--- src/rtl/swap_pkg.sv ---
package swap_pkg;
  typedef enum logic [2:0] {
    ST_IDLE,
    ST_READ,
    ST_WAIT,
    ST_WRITE,
    ST_DONE
  } swap_state_e;
endpackage

--- src/rtl/swap_capture.sv ---
module swap_capture #(
  parameter int AW = 16,
  parameter int DW = 32
) (
  input  logic          clk_i,
  input  logic          rst_ni,
  input  logic          load_i,
  input  logic [AW-1:0] addr_i,
  input  logic [DW-1:0] src_i,
  input  logic          byte_i,
  output logic [AW-1:0] addr_q_o,
  output logic [DW-1:0] src_q_o,
  output logic          byte_q_o
);
  always_ff @(posedge clk_i or negedge rst_ni) begin
    if (!rst_ni) begin
      addr_q_o <= '0;
      src_q_o  <= '0;
      byte_q_o <= 1'b0;
    end else if (load_i) begin
      addr_q_o <= addr_i;
      src_q_o  <= src_i;
      byte_q_o <= byte_i;
    end
  end
endmodule

--- src/rtl/swap_lanes.sv ---
module swap_lanes #(
  parameter int DW = 32,
  localparam int LW = DW / 8,
  localparam int LS = $clog2(LW)
) (
  input  logic          clk_i,
  input  logic          rst_ni,
  input  logic          byte_i,
  input  logic [LS-1:0] lane_i,
  input  logic [DW-1:0] src_i,
  input  logic [DW-1:0] rdata_i,
  output logic [LW-1:0] be_o,
  output logic [DW-1:0] wdata_o,
  output logic [DW-1:0] rext_o
);
  logic [7:0] rbytes [LW];

  for (genvar g = 0; g < LW; g++) begin : g_lane
    localparam logic [LS-1:0] IDX = LS'(g);
    assign be_o[g]          = byte_i ? (lane_i == IDX) : 1'b1;
    assign wdata_o[g*8 +: 8] = byte_i ? src_i[7:0] : src_i[g*8 +: 8];
    assign rbytes[g]        = rdata_i[g*8 +: 8];
  end

  assign rext_o = byte_i ? {{(DW-8){1'b0}}, rbytes[lane_i]} : rdata_i;


  byte_be_chk: assert property (@(posedge clk_i) disable iff (!rst_ni)
    byte_i |-> ($countones(be_o) == 1));

  word_be_chk: assert property (@(posedge clk_i) disable iff (!rst_ni)
    !byte_i |-> (&be_o));
endmodule

--- src/rtl/swap_fsm.sv ---
module swap_fsm
  import swap_pkg::*;
#(
  parameter int DW = 32
) (
  input  logic          clk_i,
  input  logic          rst_ni,
  input  logic          start_i,
  input  logic          gnt_i,
  input  logic          rvalid_i,
  input  logic [DW-1:0] rext_i,
  output logic          load_o,
  output logic          busy_o,
  output logic          req_o,
  output logic          we_o,
  output logic          lock_o,
  output logic          done_o,
  output logic [DW-1:0] dst_o
);
  swap_state_e state_q, state_d;
  logic [DW-1:0] rd_q;

  always_comb begin
    state_d = state_q;
    unique case (state_q)
      ST_IDLE:  if (start_i)  state_d = ST_READ;
      ST_READ:  if (gnt_i)    state_d = ST_WAIT;
      ST_WAIT:  if (rvalid_i) state_d = ST_WRITE;
      ST_WRITE: if (gnt_i)    state_d = ST_DONE;
      ST_DONE:                state_d = ST_IDLE;
      default:                state_d = ST_IDLE;
    endcase
  end

  always_ff @(posedge clk_i or negedge rst_ni) begin
    if (!rst_ni) state_q <= ST_IDLE;
    else         state_q <= state_d;
  end

  // old data parked until the write lands, then published with done
  always_ff @(posedge clk_i or negedge rst_ni) begin
    if (!rst_ni) begin
      rd_q  <= '0;
      dst_o <= '0;
    end else begin
      if (state_q == ST_WAIT && rvalid_i) rd_q <= rext_i;
      if (state_q == ST_WRITE && gnt_i)   dst_o <= rd_q;
    end
  end

  assign load_o = (state_q == ST_IDLE) && start_i;
  assign busy_o = (state_q != ST_IDLE);
  assign req_o  = (state_q == ST_READ) || (state_q == ST_WRITE);
  assign we_o   = (state_q == ST_WRITE);
  assign lock_o = (state_q == ST_READ) || (state_q == ST_WAIT) || (state_q == ST_WRITE);
  assign done_o = (state_q == ST_DONE);


  lock_req_chk: assert property (@(posedge clk_i) disable iff (!rst_ni)
    req_o |-> lock_o);

  lock_idle_chk: assert property (@(posedge clk_i) disable iff (!rst_ni)
    (!busy_o || done_o) |-> !lock_o);

  write_after_data_chk: assert property (@(posedge clk_i) disable iff (!rst_ni)
    (req_o && we_o && !$past(req_o && we_o)) |-> $past(rvalid_i));

  done_pulse_chk: assert property (@(posedge clk_i) disable iff (!rst_ni)
    done_o |=> !done_o);

  dst_hold_chk: assert property (@(posedge clk_i) disable iff (!rst_ni)
    !$stable(dst_o) |-> done_o);
endmodule

--- src/rtl/swap_ctrl.sv ---
module swap_ctrl #(
  parameter int AW = 16,
  parameter int DW = 32,
  localparam int LW = DW / 8,
  localparam int LS = $clog2(LW)
) (
  input  logic          clk_i,
  input  logic          rst_ni,
  input  logic          start_i,
  input  logic          byte_i,
  input  logic [AW-1:0] addr_i,
  input  logic [DW-1:0] src_i,
  output logic          busy_o,
  output logic          done_o,
  output logic [DW-1:0] dst_o,
  output logic          mem_req_o,
  output logic          mem_we_o,
  output logic [AW-LS-1:0] mem_addr_o,
  output logic [LW-1:0] mem_be_o,
  output logic [DW-1:0] mem_wdata_o,
  input  logic          mem_gnt_i,
  input  logic          mem_rvalid_i,
  input  logic [DW-1:0] mem_rdata_i,
  output logic          lock_o
);
  logic          load;
  logic [AW-1:0] addr_q;
  logic [DW-1:0] src_q;
  logic          byte_q;
  logic [DW-1:0] rext;
  logic [LW-1:0] be;

  swap_capture #(.AW(AW), .DW(DW)) u_cap (
    .clk_i    (clk_i),
    .rst_ni   (rst_ni),
    .load_i   (load),
    .addr_i   (addr_i),
    .src_i    (src_i),
    .byte_i   (byte_i),
    .addr_q_o (addr_q),
    .src_q_o  (src_q),
    .byte_q_o (byte_q)
  );

  swap_lanes #(.DW(DW)) u_lanes (
    .clk_i   (clk_i),
    .rst_ni  (rst_ni),
    .byte_i  (byte_q),
    .lane_i  (addr_q[LS-1:0]),
    .src_i   (src_q),
    .rdata_i (mem_rdata_i),
    .be_o    (be),
    .wdata_o (mem_wdata_o),
    .rext_o  (rext)
  );

  swap_fsm #(.DW(DW)) u_fsm (
    .clk_i    (clk_i),
    .rst_ni   (rst_ni),
    .start_i  (start_i),
    .gnt_i    (mem_gnt_i),
    .rvalid_i (mem_rvalid_i),
    .rext_i   (rext),
    .load_o   (load),
    .busy_o   (busy_o),
    .req_o    (mem_req_o),
    .we_o     (mem_we_o),
    .lock_o   (lock_o),
    .done_o   (done_o),
    .dst_o    (dst_o)
  );

  assign mem_addr_o = addr_q[AW-1:LS];
  assign mem_be_o   = be;


  req_stable_chk: assert property (@(posedge clk_i) disable iff (!rst_ni)
    (mem_req_o && $past(mem_req_o) && !$past(mem_gnt_i))
      |-> ($stable(mem_addr_o) && $stable(mem_be_o) && $stable(mem_we_o)));

  busy_start_chk: assert property (@(posedge clk_i) disable iff (!rst_ni)
    (busy_o && !done_o) |=> busy_o);
endmodule

--- config.mk ---
export PLATFORM = sky130hd
export DESIGN_NAME = swap_ctrl
export DESIGN_NICKNAME = d
export VERILOG_FILES = /design/src/rtl/swap_pkg.sv /design/src/rtl/swap_capture.sv /design/src/rtl/swap_lanes.sv /design/src/rtl/swap_fsm.sv /design/src/rtl/swap_ctrl.sv
export SDC_FILE = /design/constraint.sdc
export NUM_CORES = 1
export LEC_CHECK = 0
export ABC_AREA = 1
export BUFFER_PORTS_ARGS = -buffer_cell sky130_fd_sc_hd__buf_2
export CORE_MARGIN = 3
export CORE_UTILIZATION = 55
export DETAILED_ROUTE_END_ITERATION = 8
export PLACE_DENSITY = 0.95
export SYNTH_ARGS = -nofsm -noshare
export SYNTH_HDL_FRONTEND = slang
export SYNTH_HIERARCHICAL = 1
export SYNTH_SLANG_ARGS = --single-unit
--- constraint.sdc ---
create_clock -name clk_i -period 3.1 [get_ports clk_i]
set_clock_uncertainty 0.15 [all_clocks]
set_input_delay 0.31 -clock clk_i [delete_from_list [all_inputs] [get_ports clk_i]]
set_output_delay 0.31 -clock clk_i [all_outputs]
set_load 0.005 [all_outputs]
==> results.md, run 1 <==
- Run status: finished, final reports clean
- # IOs: roughly 170
- Avg Synthesized Cell Area: 7.87 um^2
- Leakage: about 4.2 nW
- RSZ-0062 raised after global routing: no
- DRC viols: 0
- Adder-Cell Fraction of Synth Area: 0%
- Worst hold start: mem_rdata_i[6]
- Grt ovf: 0
- Post-Route Setup TNS: 0 ns
- Critical Path RT: 2.64 ns
- Die width: about 100 um
- Number of synthesized flops with an enable pin: 0
- Compound-gate portion of the synthesized area: about 7.6%
- Top FF cell, synth: dfrtp_1
- Post-synthesis sequential area ratio: 54.1%
- Post-synth ARST share: 100%
- Vias/cell: approximately 5.3
- Post-synth top area cell: dfrtp_1
- Critical path class: reg2out
- Pwr/cell area: slightly above 1000 mW/mm^2
- Slew @ Worst Pin: roughly 1.1 ns
- Post-synth top area share: between 50% and 60%
- Core Region: roughly 0.0094 mm^2
- Share of layout cells above drive strength 1: about a quarter
- Commonest cells in the synthesized netlist: nand2_1, dfrtp_1, inv_1
- Worst hold path class: in2reg
- Ant. Diodes: 0
- Largest net degree at the start of global routing: 65
- Placed Cells: ~940
- Post-DP HPWL: 9490 um
- Post-synth cell types: 20
- Routability cong.: 0.859
- Reg-to-reg startpoint: u_fsm/state_q[1]$_DFFE_PN0P_
- Drt initial violations: around 400
- Max cap viols: 0
- Dominant cells by area after synthesis: dfrtp_1, nand2_1, inv_1
- Routed WL: ~17000 um
- Die height: 105 um
- Vias in the first global route: around 5500
- Post-CTS Setup Inserts: 0
- Max transition margin: about a quarter
- Worst EP arrival: around 2.1 ns
- Period utilization: 82.9%
- Drt pass-1 iters: 6
- Critical Path Source: u_cap/byte_q_o$_DFFE_PN0P_
- Fin cells: slightly above 1000
- Nets@finish: 976
- WL/cell: approximately 16 um
- Post-DRT Antenna Nets: 0
- Total die area: between 0.01 and 0.015 mm^2
- Count of pins over their slew limit: 0
- CP Capture Type: primary output
- H-tree Lvls: 4
- Worst-Skew Late Latency: 0.50 ns
- Clock-pin slew on the worst setup and hold paths: around 0.060 ns
- Highest Clock Rate: 0.389 GHz
- Placement Cell Area: roughly 0.006 mm^2
- Via count: approximately 5500
- Worst-case clock buffer depth: 2
- Min Clock Period, post-route: around 2.6 ns
- Synth Net Count: about 770
- Starting Density: 57.2%
- Post-synthesis simple-gate area fraction: 26.3%
- Final hold slack: roughly 0.023 ns
- Port bufs: around 170
- CTS tree: yes
- Crit path max fanout: 50
- Clock Tree Root: clkbuf_8
- Global-route wire length before repair: between 20000 and 30000 um
- FF+latch count, synth: 116
- Post-cts resize count: 0
- Total Routing Usage GR: between 30% and 40%
- Layout area overhead: 35.1%
- Maximum VDD drop: around 510 uV
- Fin area: approximately 0.0072 mm^2
- Num rows: 35
- Endpoints failing setup: 0
- Mapped Cells: between 600 and 700
- Initial antenna violation count: 2
- FILL cells: 575
- Largest family of logic cells by synthesized area: simple AND/OR/NAND/NOR gates
- Count leader, synth: nand2_1
- Post-Syn Area: 0.00536 mm^2
- Post-synthesis mux area share: 0%
- YS warnings: 6
- TritonCTS buffer count: 17
- Clk sink count: 116
- Post-Synth XOR/XNOR Area: 0%
- Final Hold Viols: 0
- Startpoint types: register
[worst paths after layout]
check	end	slack, ns	cells past startpoint
min	u_fsm/rd_q[6]$_DFFE_PN0P_	0.02	5
max reg2reg	u_fsm/rd_q[2]$_DFFE_PN0P_	0.78	4
max	mem_wdata_o[17]	0.53	3
max in group asynchronous	u_cap/byte_q_o$_DFFE_PN0P_	1.76	3
min in group asynchronous	u_fsm/dst_o[21]$_DFFE_PN0P_	0.25	2
min reg2reg	u_cap/addr_q_o[9]$_DFFE_PN0P_	0.32	2
[where the power goes]
part	total [W]	internal [W]	leakage [nW]	switching, W
Combinational	0.00266	0.00105	2.46	0.00161
Clock	0.00182	0.00116	0.265	0.000666
Sequential	0.00283	0.00223	1.43	0.000598
Total	0.00731	0.00444	4.16	0.00287
[flip-flops by register name, summed over array words and instances (netlist names)]
name / count
u_cap/addr_q_o: 16
u_cap/byte_q_o: 1
u_cap/src_q_o: 32
u_fsm/dst_o: 32
u_fsm/rd_q: 32
u_fsm/state_q: 3
[cells by family (layout without fill, tap and decap cells)]
logic type / Yosys count / after routing
AND/OR/NAND/NOR: 357 / 357
buffers and inverters: 132 / 354
flip-flops: 116 / 116
AO/OA/AOI/OAI: 76 / 76
[per-stage QoR]
step	util, %	worst slack (ns)	power [W]
after global placement	65.4	1.01	0.00510
final	77.3	0.530	0.00731
after floorplan	-	1.57	0.00432
after CTS	77.3	0.601	0.00712
after global routing	77.3	0.451	0.00779
after detailed placement	65.4	0.799	0.00523
[critical path, stage by stage, from the launching register on]
cell	delay [ns]
dfrtp_2	0.93
nand2_1	0.28
o21ai_0	0.22
buf_2	0.18
[final cells by class]
type	count	area, um^2	share of cell area (%)
repair buffers	232	1470	20.2
multi-input cells	433	1820	25.2
flip-flops and latches	116	2900	40.1
clock buffers	22	443	6.11
clock inverters	10	108	1.49
inverters	90	338	4.66
well taps	129	161	2.23
[placed cells by master, fill, tap and decap left out, drive strengths merged]
cell type and count:
nand3 37, clkinvlp 3, dfrtp 116, o21ai 60, bufinv 2, nand2 270, nor3 2, buf 176
inv 90, a21oi 16, clkinv 5, nor2 48, clkbuf 22, dlygate4sd3 56
[timing repair]
action                                  CTS  global route
hold buffers                             56             0
endpoints found under the setup margin    0             0
endpoints found under the hold margin   112             0
[routing by layer]
| layer | share of wire [%] | routed length (um) | global-route usage [%] | vias up |
|---|---|---|---|---|
| li1 | - | - | - | 2468 |
| met1 | 36 | 6060 | 36.5 | 2483 |
| met2 | 48 | 8100 | 52.5 | 419 |
| met3 | 11 | 1900 | 9.08 | 89 |
| met4 | 4.4 | 736 | 14.2 | 4 |
| met5 | 0.14 | 23 | 0 | - |
Power figures use the tool's default switching activity.
==> run 2, diff against run 1 <==
- CORE_UTILIZATION: 55 -> 46
- PLACE_DENSITY: 0.95 -> 0.85
- clock period: 3.1 -> 2.1 ns (I/O delays scaled with it)
==> run 2 against run 1 <==
Against the previous run: worst hold slack worse by 0.0092 ns; final cell count up 1.6%; largest cell class unchanged; sequential power up 43%; total power up 52%; core utilization down 11 points; sequential share of layout area down 0.86 points; routed wire length down 5.6%; critical path depth unchanged; via count down 2.5%; non-clock buffer count up 6; first-iteration DRC count up 62%.
==> results.md, run 2 (synthesized netlist as in run 1, its figures left out) <==
- Commonest non-fill, non-tap cells in the layout: nand2_1, buf_2, dfrtp_1
- Worst EP arrival: 1.58 ns
- Via count: 5325
- H-tree Lvls: 4
- FILL cells: 823
- # IOs: between 150 and 200
- Routed WL: approximately 16000 um
- Routability cong.: 0.852
- Initial antenna violation count: 0
- Total die area: approximately 0.013 mm^2
- WHS Path Cells: 5
- Clock Tree Root: clkbuf_16
- Maximum VDD drop: approximately 920 uV
- Most common cell after layout, fill and taps aside: nand2_1
- Num rows: 38
- Share of layout cells above drive strength 1: approximately 25%
- Critical path class: reg2out
- Count of pins over their slew limit: 0
- Drt pass-1 iters: 5
- Crit-path slowest cell: dfrtp_4
- Worst setup margin: about 0.16 ns
- WL/cell: between 15 and 20 um
- RSZ-0062 raised after global routing: no
- Pwr/cell area: approximately 1500 mW/mm^2
- Core Region: about 0.011 mm^2
- Vias/cell: 5.08
- Nets@finish: roughly 1000
- DRC viols: 0
- Drt initial violations: 658
- Clk sink count: between 100 and 150
- Placement Cell Area: just over 0.006 mm^2
- Slew @ Worst Pin: just over 0.8 ns
- Reg-to-reg startpoint: u_fsm/state_q[2]$_DFFE_PN0P_
- Setup slack at placement: 0.255 ns
- Min Clock Period, post-route: between 1.5 and 2 ns
- Run status: finished, final reports clean
- Port bufs: approximately 170
- TritonCTS buffer count: 17
- Final Hold Viols: 0
- Die height: 114 um
- Grt ovf: 0
- Post-Route Setup TNS: 0 ns
- Highest Clock Rate: 0.516 GHz
- Clock-pin slew on the worst setup and hold paths: 0.05 ns
- Post-DP HPWL: 9270 um
- Max transition margin: 45.2%
- Starting Density: between 40% and 50%
- Post-DRT Antenna Nets: 0
- Startpoint types: register
- Largest regs: u_cap/src_q_o (32), u_fsm/dst_o (32), u_fsm/rd_q (32)
- Power Total: between 0.01 and 0.015 W
- Post-CTS Setup Inserts: 0
- Worst hold start: mem_rdata_i[9]
- Layout area overhead: 38.2%
- Crit-path cells: nand2_1 > o21ai_0 > buf_2
- Worst hold path class: in2reg
- Final hold slack: 0.0142 ns
- CTS tree: yes
- Critical Path Source: u_cap/byte_q_o$_DFFE_PN0P_
- Die width: roughly 110 um
- CP Capture Type: primary output
- Ant. Diodes: 0
- Largest stage delay, worst path: 0.64 ns
- Endpoints failing setup: 0
- Vias in the first global route: around 5400
- Period utilization: 92.4%
- Leakage: roughly 4.2 nW
- Worst-case clock buffer depth: 2
- Max cap viols: 0
- Total Routing Usage GR: between 20% and 30%
- Cells on worst reg2reg path: 6
- Largest net degree at the start of global routing: approximately 120
- Worst-Skew Late Latency: a little over 0.4 ns
- Critical Path RT: between 1.5 and 2 ns
- Global-route wire length before repair: roughly 26000 um
- Fin area: 0.00741 mm^2
- Crit path max fanout: 35
[run 2: final cells by class]
class,instances,area (um^2),area share [%]
Clock buffer,21,440,5.94
Inverter,90,338,4.56
Sequential cell,116,2910,39.2
Multi-Input combinational cell,433,1820,24.6
Clock inverter,11,183,2.46
Timing Repair Buffer,238,1540,20.8
Tap cell,140,175,2.36
[run 2: layer usage]
layer / up-vias / track usage (%) / wire length (um)
li1: 2479 / - / -
met1: 2454 / 30.5 / 6250
met2: 338 / 40.9 / 7540
met3: 54 / 7.37 / 1550
met4: 0 / 12.9 / 536
met5: - / 0 / 0
[run 2: stage by stage]
stage	util (%)	cells
after floorplan	-	681
after global placement	55.7	958
after detailed placement	55.7	958
after CTS	66.6	1049
after global routing	66.6	1049
final	66.6	1049
[run 2: final timing paths]
| check | end | slack, ns |
|---|---|---|
| worst min register to register | u_cap/addr_q_o[2]$_DFFE_PN0P_ | 0.32 |
| worst max register to register | u_cap/src_q_o[27]$_DFFE_PN0P_ | 0.19 |
| worst max-delay path | mem_wdata_o[17] | 0.16 |
| worst min-delay path | u_fsm/rd_q[9]$_DFFE_PN0P_ | 0.01 |
| min in group asynchronous | u_fsm/dst_o[27]$_DFFE_PN0P_ | 0.29 |
| max in group asynchronous | u_cap/byte_q_o$_DFFE_PN0P_ | 1.02 |
[run 2: report_power, final]
group	leakage, nW	internal (W)	switching, W
combinational	2.50	0.00162	0.00237
sequential	1.43	0.00331	0.000753
clock	0.305	0.00209	0.00100
[run 2: repair_timing]
item	in CTS	in global routing
cloned	0	0
hold buffers	59	0
gates resized for setup	1	1
hold endpoints to repair	174	0
endpoints found under the setup margin	3	23
[run 2: critical path: cells and delay by family, from the launching register on]
family | cells | cell delay [ns]
buffers and inverters | 1 | 0.16
AO/OA/AOI/OAI | 1 | 0.16
flip-flops | 1 | 0.64
AND/OR/NAND/NOR | 1 | 0.20
